$ cat src/rtl/fwd_pkg.sv
package fwd_pkg;

  typedef enum logic [1:0] {
    SRC_FILE  = 2'b00,
    SRC_NEWER = 2'b01,
    SRC_OLDER = 2'b10
  } fwd_src_e;

  // priority encode: newer stage always beats older stage
  function automatic fwd_src_e pick_source(input logic newer_hit, input logic older_hit);
    if (newer_hit)      return SRC_NEWER;
    else if (older_hit) return SRC_OLDER;
    else                return SRC_FILE;
  endfunction

endpackage

$ cat src/rtl/fwd_hit_detect.sv
module fwd_hit_detect #(
  parameter int AW = 5
) (
  input  logic [AW-1:0] src,
  input  logic [AW-1:0] dst,
  input  logic          wen,
  output logic          hit
);

  logic dst_nonzero;
  logic same_reg;

  assign dst_nonzero = |dst;
  assign same_reg    = (src == dst);
  assign hit         = wen & dst_nonzero & same_reg;

  always_comb begin
    // a non-writing stage never bypasses
    p_wen_gate_r5: assert (wen || !hit);
    // destination zero never bypasses
    p_zero_dst_r6: assert ((dst != '0) || !hit);
  end

endmodule

$ cat src/rtl/fwd_pick.sv
module fwd_pick
  import fwd_pkg::*;
(
  input  logic       newer_hit,
  input  logic       older_hit,
  output logic [1:0] sel
);

  fwd_src_e choice;

  always_comb choice = pick_source(newer_hit, older_hit);
  assign sel = choice;

  always_comb begin
    p_sel_legal_r8:      assert (sel != 2'b11);
    p_newer_priority_r4: assert (!newer_hit || sel == 2'b01);
    p_idle_file_r1:      assert (newer_hit || older_hit || sel == 2'b00);
  end

endmodule

$ cat src/rtl/fwd_opnd_mux.sv
module fwd_opnd_mux #(
  parameter int DW = 32
) (
  input  logic [1:0]    sel,
  input  logic [DW-1:0] file_val,
  input  logic [DW-1:0] newer_val,
  input  logic [DW-1:0] older_val,
  output logic [DW-1:0] out_val
);

  always_comb begin
    unique case (sel)
      2'b01:   out_val = newer_val;
      2'b10:   out_val = older_val;
      default: out_val = file_val;
    endcase
  end

  always_comb begin
    p_mux_newer_r2: assert (sel != 2'b01 || out_val == newer_val);
    p_mux_older_r3: assert (sel != 2'b10 || out_val == older_val);
  end

endmodule

$ cat src/rtl/fwd_unit.sv
module fwd_unit #(
  parameter int AW = 5,
  parameter int DW = 32
) (
  input  logic [AW-1:0] idex_src_a,
  input  logic [AW-1:0] idex_src_b,
  input  logic [DW-1:0] rf_val_a,
  input  logic [DW-1:0] rf_val_b,
  input  logic [AW-1:0] exmem_dst,
  input  logic          exmem_wen,
  input  logic [DW-1:0] exmem_res,
  input  logic [AW-1:0] memwb_dst,
  input  logic          memwb_wen,
  input  logic [DW-1:0] memwb_res,
  output logic [1:0]    sel_a,
  output logic [1:0]    sel_b,
  output logic [DW-1:0] opnd_a,
  output logic [DW-1:0] opnd_b
);

  localparam int NSRC = 2;

  logic [AW-1:0] src_arr   [NSRC];
  logic [DW-1:0] file_arr  [NSRC];
  logic [1:0]    sel_arr   [NSRC];
  logic [DW-1:0] out_arr   [NSRC];
  logic          newer_hit [NSRC];
  logic          older_hit [NSRC];

  assign src_arr[0]  = idex_src_a;
  assign src_arr[1]  = idex_src_b;
  assign file_arr[0] = rf_val_a;
  assign file_arr[1] = rf_val_b;

  for (genvar i = 0; i < NSRC; i++) begin : g_opnd
    fwd_hit_detect #(.AW(AW)) u_newer (
      .src(src_arr[i]), .dst(exmem_dst), .wen(exmem_wen), .hit(newer_hit[i])
    );
    fwd_hit_detect #(.AW(AW)) u_older (
      .src(src_arr[i]), .dst(memwb_dst), .wen(memwb_wen), .hit(older_hit[i])
    );
    fwd_pick u_pick (
      .newer_hit(newer_hit[i]), .older_hit(older_hit[i]), .sel(sel_arr[i])
    );
    fwd_opnd_mux #(.DW(DW)) u_mux (
      .sel(sel_arr[i]), .file_val(file_arr[i]), .newer_val(exmem_res),
      .older_val(memwb_res), .out_val(out_arr[i])
    );
  end

  assign sel_a  = sel_arr[0];
  assign sel_b  = sel_arr[1];
  assign opnd_a = out_arr[0];
  assign opnd_b = out_arr[1];

  always_comb begin
    // identical source numbers must resolve identically
    p_same_src_same_sel_r7: assert ((idex_src_a != idex_src_b) || (sel_a == sel_b));
  end

endmodule

$ cat config.mk
export PLATFORM = sky130hd
export DESIGN_NAME = fwd_unit
export DESIGN_NICKNAME = d
export VERILOG_FILES = /design/src/rtl/fwd_pkg.sv /design/src/rtl/fwd_hit_detect.sv /design/src/rtl/fwd_pick.sv /design/src/rtl/fwd_opnd_mux.sv /design/src/rtl/fwd_unit.sv
export SDC_FILE = /design/constraint.sdc
export NUM_CORES = 1
export LEC_CHECK = 0
export ABC_AREA = 1
export CORE_ASPECT_RATIO = 1.2
export CORE_UTILIZATION = 27
export DETAILED_ROUTE_END_ITERATION = 8
export PLACE_DENSITY = 0.8
export SLEW_MARGIN = 20
export SYNTH_ARGS = -nofsm -noshare
export SYNTH_HDL_FRONTEND = slang
export SYNTH_SLANG_ARGS = --single-unit
$ cat constraint.sdc
create_clock -name vclk -period 1.42
set_input_delay 0.284 -clock vclk [all_inputs]
set_output_delay 0.284 -clock vclk [all_outputs]
set_load 0.03 [all_outputs]
==> flow_summary.ini, run 1 <==
[logic_synthesis]
synth_fa_ha_area_share_pct = 0
syn_inst = 390
yosys.area_share.simple_pct = 75.4
syn_nets = 540
synthMuxAreaShare_pct = 0
synth_top_family_by_area = simple AND/OR/NAND/NOR gates
synth_area_um2 = 2060
ys_seq_area_share_pct = 0
synth.distinct_cells = 17
synthXorXnorAreaFrac_pct = 5.10
synth_compound_area_share_pct = 0
yosysWarningCount = 0
syn_area_per_cell_um2 = 5.28

[worst_setup_path]
crit_top_cell = buf_12
crit_family = simple AND/OR/NAND/NOR gates
critPathMaxStageDelay_ns = 0.24
end_kind = output port
path_cells = buf_12, xnor2_4, nand2_2, nor2_4, nand3_4, buf_12, nand3_1, nand3_2, buf_6
cp.depth = 9
endpoint = opnd_b[13]
crit_fanout = 34
worstPathArrival_ns = 1.69
cp_slowest_cell = buf_12
setup.worst_path.start = exmem_dst[0]
critPathRequiredTime_ns = 1.14
path_class = in -> out
cp-start-kind = input pin
path_buf_inv = 3

[global_route]
grt_pass1_wl_um = 22900
grt_max_degree = 35
grt_usage_pct = 37.2
grt_antenna_before_repair = 0
grt_pass1_vias = 4479
grt_overflow = 0

[power_and_ir_drop]
power_leakage_nw = 3.08
ir_worst_vdd_mv = 0.253
p_per_area_nw_per_um2 = 294

[layout]
regArea_um2 = 0
syn_to_final_growth_pct = 230
fin_nets = 783
drive_above_1_share_pct = 65.5
multi_input_area_um2 = 3190
n_clock_buffer = 0
antenna_cells = 0
numSequentialCells = 0
final.fill_count = 223
utilization_pct = 93.0

[timing]
worst_slew_pin_slew_ns = 0.255
max_slew_margin_pct = 83.0
hold_viol = 0
tns_ns = -31.26
rsz0062_at_grt = true
max_freq_mhz = 506
slew_violations = 0
finalCriticalPeriod_ns = 1.98
finalWorstSetupSlack_ns = -0.555
period_share_pct = 139
setup_viol = 68

[detailed_routing]
drtIter0Drc = 258
dr_total_vias = 4331
postRouteAntennaNets = 0
wirelength_um = 17400
wire_per_inst_um = 24.2
drc = 0
drtPass1Iterations = 5
vias_per_cell = 6.01

[place]
gp_congestion = 0.898
portBuffers = 218
dp_hpwl_um = 8440

[clocking]
cts_hold_buf = 0

[floorplan]
die_x_um = 81.7
ios = 218
die-area_um2 = 7980
initial_core_util_pct = 28.1
core_area_um2 = 7320
rows = 34
die_h_um = 97.7

[outcome]
run_status = finished, violations left
violations = setup timing

[worst_hold_path]
hold_path_class = in -> out

[flow_run]
cap_viol_max_count = 0
## area by class of cell
class	instances	area share, %
Tap cell	90	1.66
Timing Repair Buffer	276	50.0
Multi-Input combinational cell	338	46.8
Inverter	17	1.49
## stage by stage
stage | hold WS, ns | setup slack [ns] | instance area [um^2] | std cells | power (mW)
3_3_place_gp | 1.27 | -0.875 | 4680 | 685 | 1.43
2_1_floorplan | 0.740 | -0.0990 | 2550 | 390 | 0.686
6_report | 1.26 | -0.555 | 6800 | 721 | 2.00
3_5_place_dp | 1.27 | -0.920 | 4680 | 685 | 1.45
5_1_grt | 1.27 | -0.711 | 6800 | 721 | 2.07
4_1_cts | 1.25 | -0.461 | 6380 | 723 | 1.79
## cell usage after synthesis, types with 2 or more instances
master / number / area [um^2]
nand3_2: 4 / 40.0
buf_2: 6 / 30.0
nand3_1: 194 / 971
buf_6: 24 / 270
inv_2: 6 / 22.5
xnor2_1: 6 / 52.6
nor2_2: 4 / 25.0
nor2_1: 12 / 45.0
inv_1: 11 / 41.3
nand3_4: 2 / 35.0
nand2_1: 105 / 394
nor2_4: 2 / 22.5
buf_4: 5 / 37.5
xor2_1: 6 / 52.6
## layout by cell type, fill, tap and decap left out
cell type	count
and2b_1	1
buf_12	26
buf_16	13
buf_2	2
buf_4	5
buf_6	89
buf_8	10
clkbuf_16	1
clkdlybuf4s50_1	128
clkinv_8	1
dlygate4sd2_1	2
inv_1	4
inv_2	4
inv_4	7
inv_8	1
nand2_1	56
nand2_2	34
nand2_4	16
nand3_1	19
nand3_2	138
nand3_4	43
nor2_1	3
nor2_2	8
nor2_4	7
nor2b_4	1
xnor2_2	3
xnor2_4	3
xor2_1	5
xor2_2	1
## worst min-delay path: cells and delay by family
family	cells	cell delay (ns)
simple gates	2	0.16
buf+inv	2	0.53
## logic make-up (layout without fill, tap and decap cells)
group | count (synthesis) | in the layout
xor+xnor | 12 | 12
buf+inv | 52 | 293
simple gates | 326 | 326
## worst min path at each step
stage	end	from	cells after the start	slack [ns]
after floorplan	opnd_a[16]	rf_val_a[16]	2	0.74
after global placement	opnd_a[14]	rf_val_a[14]	4	1.27
after detailed placement	opnd_a[20]	rf_val_a[20]	4	1.27
after CTS	opnd_b[16]	rf_val_b[16]	4	1.25
after global routing	opnd_a[5]	rf_val_a[5]	4	1.27
final	opnd_b[31]	rf_val_b[31]	4	1.26
## what timing repair did
action	CTS	global route
pin swaps	54	47
gates cloned	18	1
buffers inserted	21	6
setup endpoints to repair	68	68
gates resized for setup	370	114
## power breakdown
part	internal (mW)	switching, mW	total (mW)
Clock	0	0	0
Sequential	0	0	0
Combinational	1.01	0.992	2.00
Total	1.01	0.992	2.00
## metal layers
| metal | track usage (%) | up-vias | part of all wire, % |
|---|---|---|---|
| met3 | 9.11 | 138 | 9.2 |
| met5 | 0 | - | 0 |
| met2 | 67.1 | 335 | 50 |
| met4 | 20.6 | 0 | 8.6 |
| li1 | - | 1826 | - |
| met1 | 37.4 | 2032 | 32 |
Note: power is estimated with default switching activity, not from simulation.
==> run 2: changes to the inputs <==
--- a/config.mk
+++ b/config.mk
@@ -9,6 +9,7 @@
 export CORE_ASPECT_RATIO = 1.2
 export CORE_UTILIZATION = 27
 export DETAILED_ROUTE_END_ITERATION = 8
+export GPL_TIMING_DRIVEN = 0
 export PLACE_DENSITY = 0.8
 export SLEW_MARGIN = 20
 export SYNTH_ARGS = -nofsm -noshare
==> flow_summary.ini, run 2 <==
[floorplan]
die_x_um = 81.7
ios = 218
die_h_um = 97.7
rows = 34
initial_core_util_pct = 28.1

[logic_synthesis]
syn_area_per_cell_um2 = 5.28
syn_nets = 540
synth.most_common_cell = nand3_1
synthXorXnorAreaFrac_pct = 5.10
synthMuxAreaShare_pct = 0
synth_top_cell_by_area = nand3_1
synth_top_area_share_pct = 47.1
syn_inst = 390
yosys-top-cells-area = nand3_1 47%, nand2_1 19%, buf_6 13%
synth_area_um2 = 2060
synth_top_family_by_area = simple AND/OR/NAND/NOR gates
ys_seq_area_share_pct = 0
synth.distinct_cells = 17
synth_common_cells = 194 x nand3_1, 105 x nand2_1, 24 x buf_6
synth_fa_ha_area_share_pct = 0
synth_compound_area_share_pct = 0
yosys.area_share.simple_pct = 75.4
yosysWarningCount = 0

[outcome]
run_status = did not finish
stop_error = [ERROR GRT-0232] Routing congestion too high. Check the congestion heatmap in the GUI.
lastStage = global routing (5_1_grt)

[global_route]
grt_usage_pct = 93.1
grt_overflow = 523
grt_max_degree = 11

[timing]
crit_endpoint = opnd_a[18]
endpoint_type = output port

[place]
place_area_um2 = 4830
gp_congestion = 0.894
portBuffers = 217
place_inst = 697
dp_hpwl_um = 9770

[clocking]
cts_hold_buf = 0
-- run 2: cell counts after synthesis --
No cell type changed its count.
-- run 2: per-stage QoR --
step	hold WS, ns	setup TNS [ns]	setup slack [ns]
2_1_floorplan	0.740	-5.94	-0.0990
4_1_cts	1.25	-28.20	-0.561
3_5_place_dp	1.68	-98.06	-1.56
3_3_place_gp	1.68	-97.16	-1.54
-- run 2: routing by layer --
layer,overflow,GRT usage [%]
met1,2,83.9
met2,408,123
met3,1,65.8
met4,112,105
met5,0,17.1
-- run 2: what timing repair did --
item,CTS
pin swaps,79
hold endpoints to repair,0
resized for setup,790
setup buffers,57
setup endpoints to repair,68
gates cloned,11
-- run 2: logic make-up after synthesis --
family / count (synthesis)
AND/OR/NAND/NOR: 326
buffers and inverters: 52
XOR/XNOR: 12
==> run 3: changes to the inputs <==
--- a/config.mk
+++ b/config.mk
@@ -6,11 +6,10 @@
 export NUM_CORES = 1
 export LEC_CHECK = 0
 export ABC_AREA = 1
-export CORE_ASPECT_RATIO = 1.2
-export CORE_UTILIZATION = 27
+export CORE_UTILIZATION = 30
 export DETAILED_ROUTE_END_ITERATION = 8
 export GPL_TIMING_DRIVEN = 0
-export PLACE_DENSITY = 0.8
+export PLACE_DENSITY_LB_ADDON = 0.15
 export SLEW_MARGIN = 20
 export SYNTH_ARGS = -nofsm -noshare
 export SYNTH_HDL_FRONTEND = slang
==> constraint.sdc (replaced) <==
create_clock -name vclk -period 1.8
set_input_delay 0.36 -clock vclk [all_inputs]
set_output_delay 0.36 -clock vclk [all_outputs]
set_load 0.03 [all_outputs]
==> flow_summary.ini, run 3 <==
[global_route]
grt_max_degree = 11

[outcome]
run_status = did not finish
stop_error = [ERROR DPL-0038] Utilization greater than 100%, impossible to legalize
lastStage = global routing (5_1_grt)

[clocking]
cts_hold_buf = 0

[logic_synthesis]
yosys-top-cells-area = nand3_1 47%, nand2_1 19%, buf_6 13%
syn_area_per_cell_um2 = 5.28
synth.most_common_cell = nand3_1
synth_top_cell_by_area = nand3_1
synth_area_um2 = 2060
syn_inst = 390
synth.distinct_cells = 17
syn_nets = 540
synth_common_cells = 194 x nand3_1, 105 x nand2_1, 24 x buf_6
yosysWarningCount = 0
ys_seq_area_share_pct = 0
synth_top_area_share_pct = 47.1

[place]
portBuffers = 217
dp_hpwl_um = 9250
gp_congestion = 0.942

[floorplan]
initial_core_util_pct = 31.7
die_x_um = 84.9
die_h_um = 84.9
rows = 29
ios = 218

[timing]
crit_endpoint = opnd_a[22]
endpoint_type = output port
## run 3: metrics by stage
step                      cell area [um^2]  hold slack [ns]  instances  setup TNS [ns]  setup slack (ns)
after CTS                             5380             1.41        720          -12.16            -0.217
after detailed placement              4330             1.83        684          -79.05             -1.23
after global placement                4330             1.83        684          -77.24             -1.20
after floorplan                       2060            0.992        390               0            0.0415
## run 3: what timing repair did
action                     4_1_cts
buffers inserted                24
setup endpoints to repair       68
pin swaps                       60
cloned                          13
resized for setup              721
## run 3: cell families after synthesis
| group | synth area share [%] |
|---|---|
| xor gates and xnor gates | 5.10 |
| buffers and inverters | 19.5 |
| and+or+nand+nor | 75.4 |
